`src/rtl/pinbank_pkg.sv`:
```
package pinbank_pkg;

    localparam int unsigned DATA_W   = 32;
    localparam int unsigned HALF_W   = 16;

    localparam int unsigned OFS_OE_SET  = 'h00;
    localparam int unsigned OFS_OE_CLR  = 'h04;
    localparam int unsigned OFS_LVL_LO  = 'h08;
    localparam int unsigned OFS_LVL_STP = 'h04;
    localparam int unsigned OFS_PIN_IN  = 'h10;

    typedef struct packed {
        logic oe_set;
        logic oe_clr;
        logic pin_rd;
        logic hit;
    } bank_dec_t;

endpackage

```
`src/rtl/pinbank_sync.sv`:
```
module pinbank_sync #(
    parameter int unsigned WIDTH  = 32,
    parameter int unsigned STAGES = 2
) (
    input  logic             clk,
    input  logic             rst_n,
    input  logic [WIDTH-1:0] raw_i,
    output logic [WIDTH-1:0] sync_o
);

    typedef struct packed {
        logic [STAGES-1:0][WIDTH-1:0] stage;
    } sync_state_t;

    sync_state_t st_d, st_q;

    always_comb begin
        st_d = st_q;
        st_d.stage[0] = raw_i;
        for (int s = 1; s < STAGES; s++) begin
            st_d.stage[s] = st_q.stage[s-1];
        end
    end

    always_ff @(posedge clk or negedge rst_n) begin
        if (!rst_n) begin
            st_q <= '0;
        end else begin
            st_q <= st_d;
        end
    end

    assign sync_o = st_q.stage[STAGES-1];

endmodule

```
`src/rtl/pinbank_dir.sv`:
```
module pinbank_dir #(
    parameter int unsigned NUM_PINS = 32
) (
    input  logic                clk,
    input  logic                rst_n,
    input  logic                set_en,
    input  logic                clr_en,
    input  logic [NUM_PINS-1:0] sel,
    output logic [NUM_PINS-1:0] oe_o
);

    typedef struct packed {
        logic [NUM_PINS-1:0] oe;
    } dir_state_t;

    dir_state_t st_d, st_q;

    always_comb begin
        st_d = st_q;
        if (set_en) begin
            st_d.oe = st_q.oe | sel;
        end else if (clr_en) begin
            st_d.oe = st_q.oe & ~sel;
        end
    end

    always_ff @(posedge clk or negedge rst_n) begin
        if (!rst_n) begin
            st_q <= '0;
        end else begin
            st_q <= st_d;
        end
    end

    assign oe_o = st_q.oe;

endmodule

```
`src/rtl/pinbank_lane.sv`:
```
module pinbank_lane #(
    parameter int unsigned LANE_W = 16
) (
    input  logic              clk,
    input  logic              rst_n,
    input  logic              wr_en,
    input  logic [LANE_W-1:0] mask,
    input  logic [LANE_W-1:0] value,
    output logic [LANE_W-1:0] lvl_o
);

    typedef struct packed {
        logic [LANE_W-1:0] lvl;
    } lane_state_t;

    lane_state_t st_d, st_q;

    always_comb begin
        st_d = st_q;
        if (wr_en) begin
            st_d.lvl = (st_q.lvl & ~mask) | (value & mask);
        end
    end

    always_ff @(posedge clk or negedge rst_n) begin
        if (!rst_n) begin
            st_q <= '0;
        end else begin
            st_q <= st_d;
        end
    end

    assign lvl_o = st_q.lvl;

endmodule

```
`src/rtl/pinbank_port.sv`:
```
module pinbank_port
    import pinbank_pkg::*;
#(
    parameter int unsigned ADDR_W      = 8,
    parameter int unsigned NUM_PINS    = 32,
    parameter int unsigned SYNC_STAGES = 2
) (
    input  logic                clk,
    input  logic                rst_n,
    input  logic [ADDR_W-1:0]   bus_addr,
    input  logic                bus_wr,
    input  logic [DATA_W-1:0]   bus_wdata,
    output logic [DATA_W-1:0]   bus_rdata,
    input  logic [NUM_PINS-1:0] pad_in,
    output logic [NUM_PINS-1:0] pad_oe,
    output logic [NUM_PINS-1:0] pad_out
);

    localparam int unsigned LANES = NUM_PINS / HALF_W;

    bank_dec_t            dec;
    logic [LANES-1:0]     lane_sel;
    logic [NUM_PINS-1:0]  pin_sync;
    logic [NUM_PINS-1:0]  lvl_all;

    always_comb begin
        dec        = '0;
        lane_sel   = '0;
        dec.oe_set = (bus_addr == ADDR_W'(OFS_OE_SET));
        dec.oe_clr = (bus_addr == ADDR_W'(OFS_OE_CLR));
        dec.pin_rd = (bus_addr == ADDR_W'(OFS_PIN_IN));
        for (int l = 0; l < int'(LANES); l++) begin
            lane_sel[l] = (bus_addr == ADDR_W'(OFS_LVL_LO + l * OFS_LVL_STP));
        end
        dec.hit = dec.oe_set | dec.oe_clr | dec.pin_rd | (|lane_sel);
    end

    pinbank_dir #(
        .NUM_PINS (NUM_PINS)
    ) u_dir (
        .clk    (clk),
        .rst_n  (rst_n),
        .set_en (bus_wr & dec.oe_set),
        .clr_en (bus_wr & dec.oe_clr),
        .sel    (bus_wdata[NUM_PINS-1:0]),
        .oe_o   (pad_oe)
    );

    for (genvar g = 0; g < LANES; g++) begin : g_lane
        pinbank_lane #(
            .LANE_W (HALF_W)
        ) u_lane (
            .clk   (clk),
            .rst_n (rst_n),
            .wr_en (bus_wr & lane_sel[g]),
            .mask  (bus_wdata[DATA_W-1:HALF_W]),
            .value (bus_wdata[HALF_W-1:0]),
            .lvl_o (lvl_all[g*HALF_W +: HALF_W])
        );
    end

    pinbank_sync #(
        .WIDTH  (NUM_PINS),
        .STAGES (SYNC_STAGES)
    ) u_sync (
        .clk    (clk),
        .rst_n  (rst_n),
        .raw_i  (pad_in),
        .sync_o (pin_sync)
    );

    always_comb begin
        bus_rdata = '0;
        if (dec.oe_set || dec.oe_clr) begin
            bus_rdata = DATA_W'(pad_oe);
        end else if (dec.pin_rd) begin
            bus_rdata = DATA_W'(pin_sync);
        end else begin
            for (int l = 0; l < int'(LANES); l++) begin
                if (lane_sel[l]) begin
                    bus_rdata = DATA_W'(lvl_all[l*HALF_W +: HALF_W]);
                end
            end
        end
    end

    assign pad_out = lvl_all;

endmodule

```
`config.mk`:
```
export PLATFORM = sky130hd
export DESIGN_NAME = pinbank_port
export DESIGN_NICKNAME = d
export VERILOG_FILES = /design/src/rtl/pinbank_pkg.sv /design/src/rtl/pinbank_sync.sv /design/src/rtl/pinbank_dir.sv /design/src/rtl/pinbank_lane.sv /design/src/rtl/pinbank_port.sv
export SDC_FILE = /design/constraint.sdc
export NUM_CORES = 1
export LEC_CHECK = 0
export ABC_AREA = 1
export BUFFER_PORTS_ARGS = -buffer_cell sky130_fd_sc_hd__buf_2
export CAP_MARGIN = 20
export CORE_MARGIN = 1.5
export CORE_UTILIZATION = 45
export DETAILED_ROUTE_END_ITERATION = 12
export PLACE_DENSITY = 0.72
export SKIP_LAST_GASP = 1
export SLEW_MARGIN = 20
export SYNTH_ARGS = -nofsm -noshare
export SYNTH_HDL_FRONTEND = slang
export SYNTH_SLANG_ARGS = --single-unit
export TNS_END_PERCENT = 20
```
`constraint.sdc`:
```
create_clock -name clk -period 1.6 [get_ports clk]
set_input_delay 0.32 -clock clk [delete_from_list [all_inputs] [get_ports clk]]
set_output_delay 0.32 -clock clk [all_outputs]
set_load 0.01 [all_outputs]
```
After elaboration in Yosys (flattened, before gate mapping)
Cells that the tools add are included.
{"block": "word_totals", "regBits": 128, "in_bits": 75, "wordCells": 31}
{"block": "op_classes", "n_eq_ne": 4, "n_mux": 6, "n_bitwise": 13, "reduce_logical": 3}
{"op": "32-bit 2-to-1 mux", "n": 5}
{"op": "16-bit AND", "n": 3}
{"op": "32-bit AND", "n": 1}
{"op": "32-bit NOT", "n": 1}
{"op": "16-bit OR", "n": 2}
{"op": "32-bit OR", "n": 1}
{"op": "8-bit by 4-bit == test with 1-bit output, second input constant", "n": 2}
{"op": "16-bit 2-to-1 mux", "n": 1}
{"op": "16-bit NOT", "n": 1}
{"op": "8-bit by 3-bit == test with 1-bit output, second input constant", "n": 1}
{"op": "8-bit by 5-bit == test with 1-bit output, second input constant", "n": 1}
{"op": "8-bit logical NOT", "n": 1}
{"op": "1-bit AND", "n": 4}
{"op": "2-bit nonzero test", "n": 1}
{"op": "1-bit logical OR", "n": 1}

Logic depth before layout (Yosys ltp)
Gate-level depths: netlist of the first run.
{"block": "depth", "depth_word": 5, "mapped_depth": 9, "depth_no_buf": 8}

Modules after synthesis
Synthesis of the first run repeated with hierarchy kept, for this count alone.
{"block": "hier_totals", "cells_unflattened": 570, "area_unflattened_um2": 5195.0}
{"module": "pinbank_sync", "instances": 1, "cells_each": 64, "area_per_inst_um2": 1601.5, "seq_area_each_um2": 1601.5}
{"module": "pinbank_lane", "instances": 2, "cells_each": 83, "area_per_inst_um2": 694.4, "seq_area_each_um2": 400.4}
{"module": "pinbank_dir", "instances": 1, "cells_each": 166, "area_per_inst_um2": 1337.5, "seq_area_each_um2": 800.8}
{"module": "pinbank_port", "instances": 1, "cells_each": 174, "area_per_inst_um2": 867.1, "seq_area_each_um2": 0.0}

Least setup slack after synthesis of the first run
No wires, ideal clock.
{"block": "synth_timing", "kind": "in2out", "start": "input bus_addr[7]", "end": "output bus_rdata[0]", "t_arrival_ns": 1.148, "t_required_ns": 1.280, "slack_ns": 0.132, "path_stages": 7, "path_cell_list": "nor2_1 > nand3_1 > nor2_2 > buf_4 > buf_4 > nand2_1 > nand4_1"}
{"block": "synth_between", "elab_chain_len": 5, "word_cells_on_any_way": 10, "cone_classes": "4 x eq/ne; 4 x mux; 2 x reduce/logical"}
{"element": "start, declared", "line": "pinbank_port.sv:10", "text": "input logic [ADDR_W-1:0] bus_addr,"}
{"element": "8-bit by 4-bit == test with 1-bit output", "line": "pinbank_port.sv:33", "text": "lane_sel[l] = (bus_addr == ADDR_W'(OFS_LVL_LO + l * OFS_LVL_STP));"}
{"element": "16-bit 2-to-1 mux", "line": "pinbank_port.sv:80", "text": "if (lane_sel[l]) begin"}
{"element": "32-bit 2-to-1 mux", "line": "pinbank_port.sv:80"}
{"element": "32-bit 2-to-1 mux", "line": "pinbank_port.sv:76", "text": "end else if (dec.pin_rd) begin"}
{"element": "32-bit 2-to-1 mux *", "line": "pinbank_port.sv:74", "text": "if (dec.oe_set || dec.oe_clr) begin"}
{"element": "end, declared", "line": "pinbank_port.sv:13", "text": "output logic [DATA_W-1:0] bus_rdata,"}
Every way passes the cells marked *; elsewhere a longest branch is shown, timed or not.

Worst setup path in the final report of the first run
{"block": "layout_timing", "start": "input bus_addr[4]", "end": "output bus_rdata[6]"}
The elaborated chain is that of the path after synthesis.

==> out/summary.md, run 1 <==
## Outcome
- **result of the run** complete, but fails checks
- **violations in the final reports** negative setup slack

## STA
- **worst path setup slack after routing** -0.152 ns
- **fin. max-slew vios** 0
- **setup repair after global routing missed its margin** true
- **clock tree skew after final layout** 0.00389 ns
- **final hold viol count** 0
- **Worst-Margin Slew** 0.393 ns
- **final worst-path cycle share** 110%
- **setup violators final** 31
- **tightest slew margin relative to the limit** 73.8%
- **maximum clock rate** 571 MHz
- **Period minus WS final** 1.75 ns

## Clocking
- **clock tree root driver cell** clkbuf_16
- **number of buffers inserted during clock tree synthesis** 17
- **clock latency at the later pin of the worst-skew pair** 0.42 ns
- **clock tree sinks** 128
- **clock edge transition at the registers on the reported setup and hold paths** 0.05 ns
- **# H-tree levels** 4
- **TritonCTS clock tree** yes
- **clock buffer depth** 2

## Placed design
- **quantity of I/O buffers inserted on ports** 170
- **area of placed instances** 0.00640 mm^2
- **placer congestion estimate** 0.915
- **pre-CTS setup slack** -0.131 ns
- **Post-Place Cells** 882
- **HPWL after detailed placement** 10,000 um

## Layout
- **Area growth syn-to-layout** 48.2%
- **number of standard cells in the layout, taps in and fillers out** 947
- **diode count** 0
- **post-layout instance area** 0.00767 mm^2
- **final core utilization** 69.5%
- **number of nets in the layout** 870
- **fraction of layout instances using a drive strength above 1** 36.4%

## Synthesis
- **area share of the leading cell type in the synthesized netlist** 61.9%
- **number of standard cells after synthesis** 563
- **fraction of synthesized area in multiplexers** 0%
- **Mapped Avg Cell Area** 9.19 um^2
- **largest cells by area after synthesis** dfrtp_1 (62%), nand2_1 (20%), nand3_1 (7.4%)
- **synthesized netlist net count** 638
- **combinational family with the most area after synthesis** simple AND/OR/NAND/NOR gates
- **Post-Synth XOR/XNOR Area** 0%
- **Adder-Cell Fraction of Synth Area** 0%
- **library cell with the largest summed area after synthesis** dfrtp_1
- **combined area of all synthesized cells** 0.00517 mm^2
- **synthesis-stage register bit count** 128
- **share of synthesized area occupied by flip-flops and latches** 61.9%
- **Syn. warnings** 0
- **Post-Synth Simple-Gate Area** 32.0%
- **unique cell type count in the Yosys netlist** 19
- **post-synthesis compound-gate area fraction** 1.28%

## Setup path
- **minimum setup slack among reg-to-reg paths** 0.90 ns
- **worst path required time** 1.28 ns
- **data arrival time of the critical path** 1.43 ns
- **startpoint class of the critical path** input port
- **startpoint of the worst setup timing path** bus_addr[4]
- **delay of the slowest cell on the worst path** 0.18 ns
- **CP Class** input port to primary output
- **crit path capture type** primary output
- **kind of cell with the highest combined delay on the critical path** buffers and inverters
- **crit path buf inv count** 5
- **most repeated library cell on the critical path** nand2_1
- **worst-path cell with the longest stage delay** nor2_4
- **largest fanout on the critical path** 6
- **CP cell instances** buf_6, inv_4, nor2_2, nand2_2, nor2_4, buf_12, clkbuf_16, a21oi_2, nand2_1, nand2_1, buf_2

## Floorplanning
- **row count** 38
- **I/O pins** 171
- **floorplan core area** 0.0110 mm^2
- **effective utilization at floorplan** 46.9%
- **DIE AREA** 0.0121 mm^2
- **y dimension of the die** 110 um
- **die width** 110 um

## Drt
- **via count** 4,966
- **routed len/inst** 17.3 um
- **detail-routed via count per cell** 5.24
- **Initial DRT Pass Iterations** 5
- **Routed Antenna Nets** 0
- **number of remaining DRC errors** 0
- **number of violations reported at the end of detailed-routing iteration 0** 403
- **total detailed-routing wirelength** 16,400 um

## Power
- **VDD IR-drop max** 0.000967 V
- **LEAKAGE** 4.17 nW
- **sum of internal, switching and leakage power** 0.00775 W
- **power density normalized to cell area** 1010 mW/mm^2

## Flow run
- **max-capacitance violation count** 0

## Worst hold path
- **class of the tightest hold or removal check** input port to register
- **HP Start** pad_in[29]

## GRT
- **Total GRT Usage** 25.9%
- **total overflow reported by the global router** 0
- **antenna violations before repair** 0
- **global-route wire length before repair** 22,900 um
- **vias in the first global route** 4,503
- **largest net degree at the start of global routing** 73

## layout by cell type (no fill, tap or decap), types with 5 or more instances in the layout
cell type,netlist,routed
a22o_1,7,7
buf_12,0,13
buf_2,6,160
buf_4,5,29
buf_6,10,10
clkbuf_16,0,22
dfrtp_1,128,128
dlygate4sd3_1,0,17
inv_1,10,8
nand2_1,281,262
nand2_2,2,15
nand2_4,1,7
nand3_1,77,72
nand3_2,0,5
nand4_1,15,15
nor2_4,4,10
## cells by family after synthesis
family,Yosys count
buffers and inverters,39
AO/OA/AOI/OAI,8
flip-flops,128
AND/OR/NAND/NOR,388
## stage by stage
step / hold WS (ns) / TNS (ns)
floorplan: 0.0244 / 0
global placement: 0.332 / -4.11
detailed placement: 0.335 / -6.17
CTS: 0.000247 / -1.69
global route: 0.000406 / -5.03
finish: 0.0121 / -2.96
## power by group
part | switching, W | internal [W]
combinational | 0.000302 | 0.000218
clock | 0.00132 | 0.00244
sequential | 0.0000891 | 0.00338
total | 0.00171 | 0.00604
## routing by layer
| metal | up-vias | wire, um | GRT usage [%] |
|---|---|---|---|
| met5 | - | 0 | 0 |
| met4 | 0 | 462 | 10.4 |
| met3 | 49 | 1400 | 7.23 |
| met2 | 264 | 8040 | 41.7 |
| met1 | 2388 | 6520 | 33.3 |
| li1 | 2265 | - | - |
## layout make-up
type / instances / area, um^2
Tap cell: 140 / 175
Clock buffer: 25 / 495
Multi-Input combinational cell: 396 / 1870
Fill cell: 833 / 3360
Sequential cell: 128 / 3200
Clock inverter: 6 / 80.1
Timing Repair Buffer: 238 / 1780
Inverter: 14 / 70.1
## path summary, 6_finish.rpt
kind / end / cells past startpoint
min in group asynchronous: u_sync.st_d[52] / 3
max reg2reg: register / 2
min: u_sync.st_d[61] / 1
max: bus_rdata[6] / 11
min reg2reg: u_sync.sync_o[11] / 0
max in group asynchronous: asynchronous set/reset pin / 3
## cell usage after synthesis
cell      number
clkbuf_1       3
nor2_4         4
a22o_1         7
buf_4          5
buf_2          6
buf_6         10
nand4_1       15
buf_1          1
inv_2          4
nand3_1       77
nand2_4        1
dfrtp_1      128
nor2_1         4
nand2_1      281
nor2_2         3
a21oi_1        1
nor2_8         1
inv_1         10
nand2_2        2
## timing repair
action / in CTS / in global routing
hold buffers: 15 / 2
pin swaps: 2 / 27
gates cloned: 2 / 6
resized for setup: 17 / 57
hold endpoints to repair: 142 / 2
buffers inserted: 5 / 4
endpoints found under the setup margin: 32 / 32
Power figures use the tool's default switching activity.
==> run 2: changes to the inputs <==
--- a/config.mk
+++ b/config.mk
@@ -8,10 +8,12 @@
 export ABC_AREA = 1
 export BUFFER_PORTS_ARGS = -buffer_cell sky130_fd_sc_hd__buf_2
 export CAP_MARGIN = 20
+export CELL_PAD_IN_SITES_DETAIL_PLACEMENT = 2
+export CELL_PAD_IN_SITES_GLOBAL_PLACEMENT = 2
 export CORE_MARGIN = 1.5
-export CORE_UTILIZATION = 45
+export CORE_UTILIZATION = 29
 export DETAILED_ROUTE_END_ITERATION = 12
-export PLACE_DENSITY = 0.72
+export PLACE_DENSITY_LB_ADDON = 0.1
 export SKIP_LAST_GASP = 1
 export SLEW_MARGIN = 20
 export SYNTH_ARGS = -nofsm -noshare
==> run 2 against run 1 <==
Cell count rose by 10%; register-to-register slack got worse by 0.02 ns; sequential power barely moved; combinational power rose by 8.5%; fmax rose by 3.2%; the run still ends with negative setup slack left; critical path type unchanged; clock power rose by 13%; sequential share of layout area fell by 1.2 points; critical path depth fell by 2.
==> out/summary.md, run 2 (synthesis gave the netlist of run 1 again) <==
## Outcome
- **result of the run** complete, but fails checks
- **violations in the final reports** negative setup slack

## Floorplanning
- **floorplan core area** 0.0174 mm^2
- **die width** 137 um
- **DIE AREA** 0.0187 mm^2
- **y dimension of the die** 137 um
- **effective utilization at floorplan** 29.8%
- **row count** 48
- **I/O pins** 171

## Setup path
- **startpoint class of the critical path** input port
- **data arrival time of the critical path** 1.38 ns
- **worst path required time** 1.28 ns
- **CP Class** input port to primary output
- **startpoint of the worst setup timing path** bus_addr[2]
- **largest fanout on the critical path** 9
- **crit path capture type** primary output

## Power
- **sum of internal, switching and leakage power** 0.00826 W
- **LEAKAGE** 4.15 nW
- **VDD IR-drop max** 0.000795 V
- **power density normalized to cell area** 1050 mW/mm^2

## GRT
- **global-route wire length before repair** 30,700 um
- **largest net degree at the start of global routing** 44
- **vias in the first global route** 5,531
- **Total GRT Usage** 22.4%
- **total overflow reported by the global router** 0
- **antenna violations before repair** 0

## Layout
- **# fillers** 1,850
- **number of standard cells in the layout, taps in and fillers out** 1,044
- **Area growth syn-to-layout** 52.6%
- **diode count** 0
- **top library cells by usage in the layout, fill and taps aside** nand2_1 (269), buf_2 (164), dfrtp_1 (128)
- **most common library cell in the layout ignoring fill and taps** nand2_1
- **fraction of layout instances using a drive strength above 1** 35.3%
- **number of nets in the layout** 882

## Clocking
- **TritonCTS clock tree** yes
- **number of buffers inserted during clock tree synthesis** 17
- **# H-tree levels** 4
- **clock tree root driver cell** clkbuf_16
- **clock tree sinks** 128
- **clock edge transition at the registers on the reported setup and hold paths** 0.06 ns
- **clock buffer depth** 2
- **clock latency at the later pin of the worst-skew pair** 0.43 ns

## Drt
- **Initial DRT Pass Iterations** 4
- **routed wl met2** 10,800 um
- **Routed Antenna Nets** 0
- **number of remaining DRC errors** 0
- **routed len/inst** 19.4 um
- **total detailed-routing wirelength** 20,300 um
- **Met1 Routed Length** 8140 um
- **detail-routed via count per cell** 4.77
- **via count** 4,979
- **Detail Route met3 WL** 889 um
- **number of violations reported at the end of detailed-routing iteration 0** 191
- **Highest Signal Layer** met4

## STA
- **final hold viol count** 0
- **maximum clock rate** 589 MHz
- **Worst-Margin Slew** 0.480 ns
- **fin. max-slew vios** 0
- **worst hold-check slack** 0.145 ns
- **tightest slew margin relative to the limit** 68.0%
- **setup repair after global routing missed its margin** true
- **setup violators final** 32
- **worst path setup slack after routing** -0.0986 ns
- **clock tree skew after final layout** 0.00584 ns
- **total negative slack for setup checks** -2.13 ns
- **Period minus WS final** 1.70 ns
- **final worst-path cycle share** 106%

## Worst hold path
- **class of the tightest hold or removal check** input port to register
- **HP Start** bus_wdata[5]

## Placed design
- **HPWL after detailed placement** 13,500 um
- **Post-Place Cells** 967
- **placer congestion estimate** 0.796
- **quantity of I/O buffers inserted on ports** 170

## Flow run
- **max-capacitance violation count** 0

==> run 2: cell types whose count changed in the layout (fill, tap and decap cells not counted), sizes merged <==
cell	change
bufinv	+2
clkinvlp	+2
clkinv	+2
bufbuf	-1
clkbuf	-9
dlygate4sd3	+16
==> run 2: area by class of cell <==
class	count	area (um^2)	share of cell area, %
well taps	225	282	3.57
repair buffers	250	1890	23.9
inverters	14	72.6	0.919
multi-input cells	396	1820	23.0
clock buffers	19	453	5.74
flip-flops and latches	128	3200	40.6
clock inverters	12	184	2.33
==> run 2: worst max-delay path, cell delays in order <==
cell and delay [ns]:
buf_2 0.14, nor2_2 0.15, nand2_2 0.08, nor2_4 0.10, buf_12 0.14, clkbuf_16 0.16
nand3_2 0.08, nand2_1 0.07, buf_2 0.13
==> run 2: worst paths after layout <==
check | endpoint | slack [ns] | depth (start not counted)
max in group asynchronous | asynchronous set/reset pin | 0.65 | 3
worst min-delay path | register | 0.14 | 3
worst min register to register | u_sync.sync_o[18] | 0.35 | 0
worst max register to register | register | 0.88 | 2
worst max-delay path | bus_rdata[21] | -0.1 | 9
min in group asynchronous | u_sync.st_d[33] | 0.40 | 2
==> run 2: through the flow <==
| step | worst slack, ns | util (%) | area, um^2 |
|---|---|---|---|
| after floorplan | 0.132 | - | 5170 |
| after global placement | -0.142 | 37.7 | 6550 |
| after detailed placement | -0.243 | 37.7 | 6550 |
| after CTS | -0.122 | 44.4 | 7710 |
| after global routing | -0.154 | 45.5 | 7900 |
| final | -0.0986 | 45.5 | 7900 |
==> run 2: report_power, final <==
part	total, W	switching, W	internal [W]
logic	0.000564	0.000323	0.000241
clock network	0.00423	0.00154	0.00269
registers	0.00347	0.0000916	0.00338
==> run 2: repair_timing <==
action,4_1_cts,5_1_grt
buffers inserted,5,4
gates cloned,3,2
pin swaps,7,16
endpoints found under the hold margin,69,0
hold buffers,33,0
endpoints found under the setup margin,32,32
gates resized for setup,30,30
==> run 2: metal layers <==
layer  up-vias  track usage, %
met3        28            5.04
met2       132            40.3
met1      2526            26.0
met5         -               0
li1       2293               -
met4         0            8.33
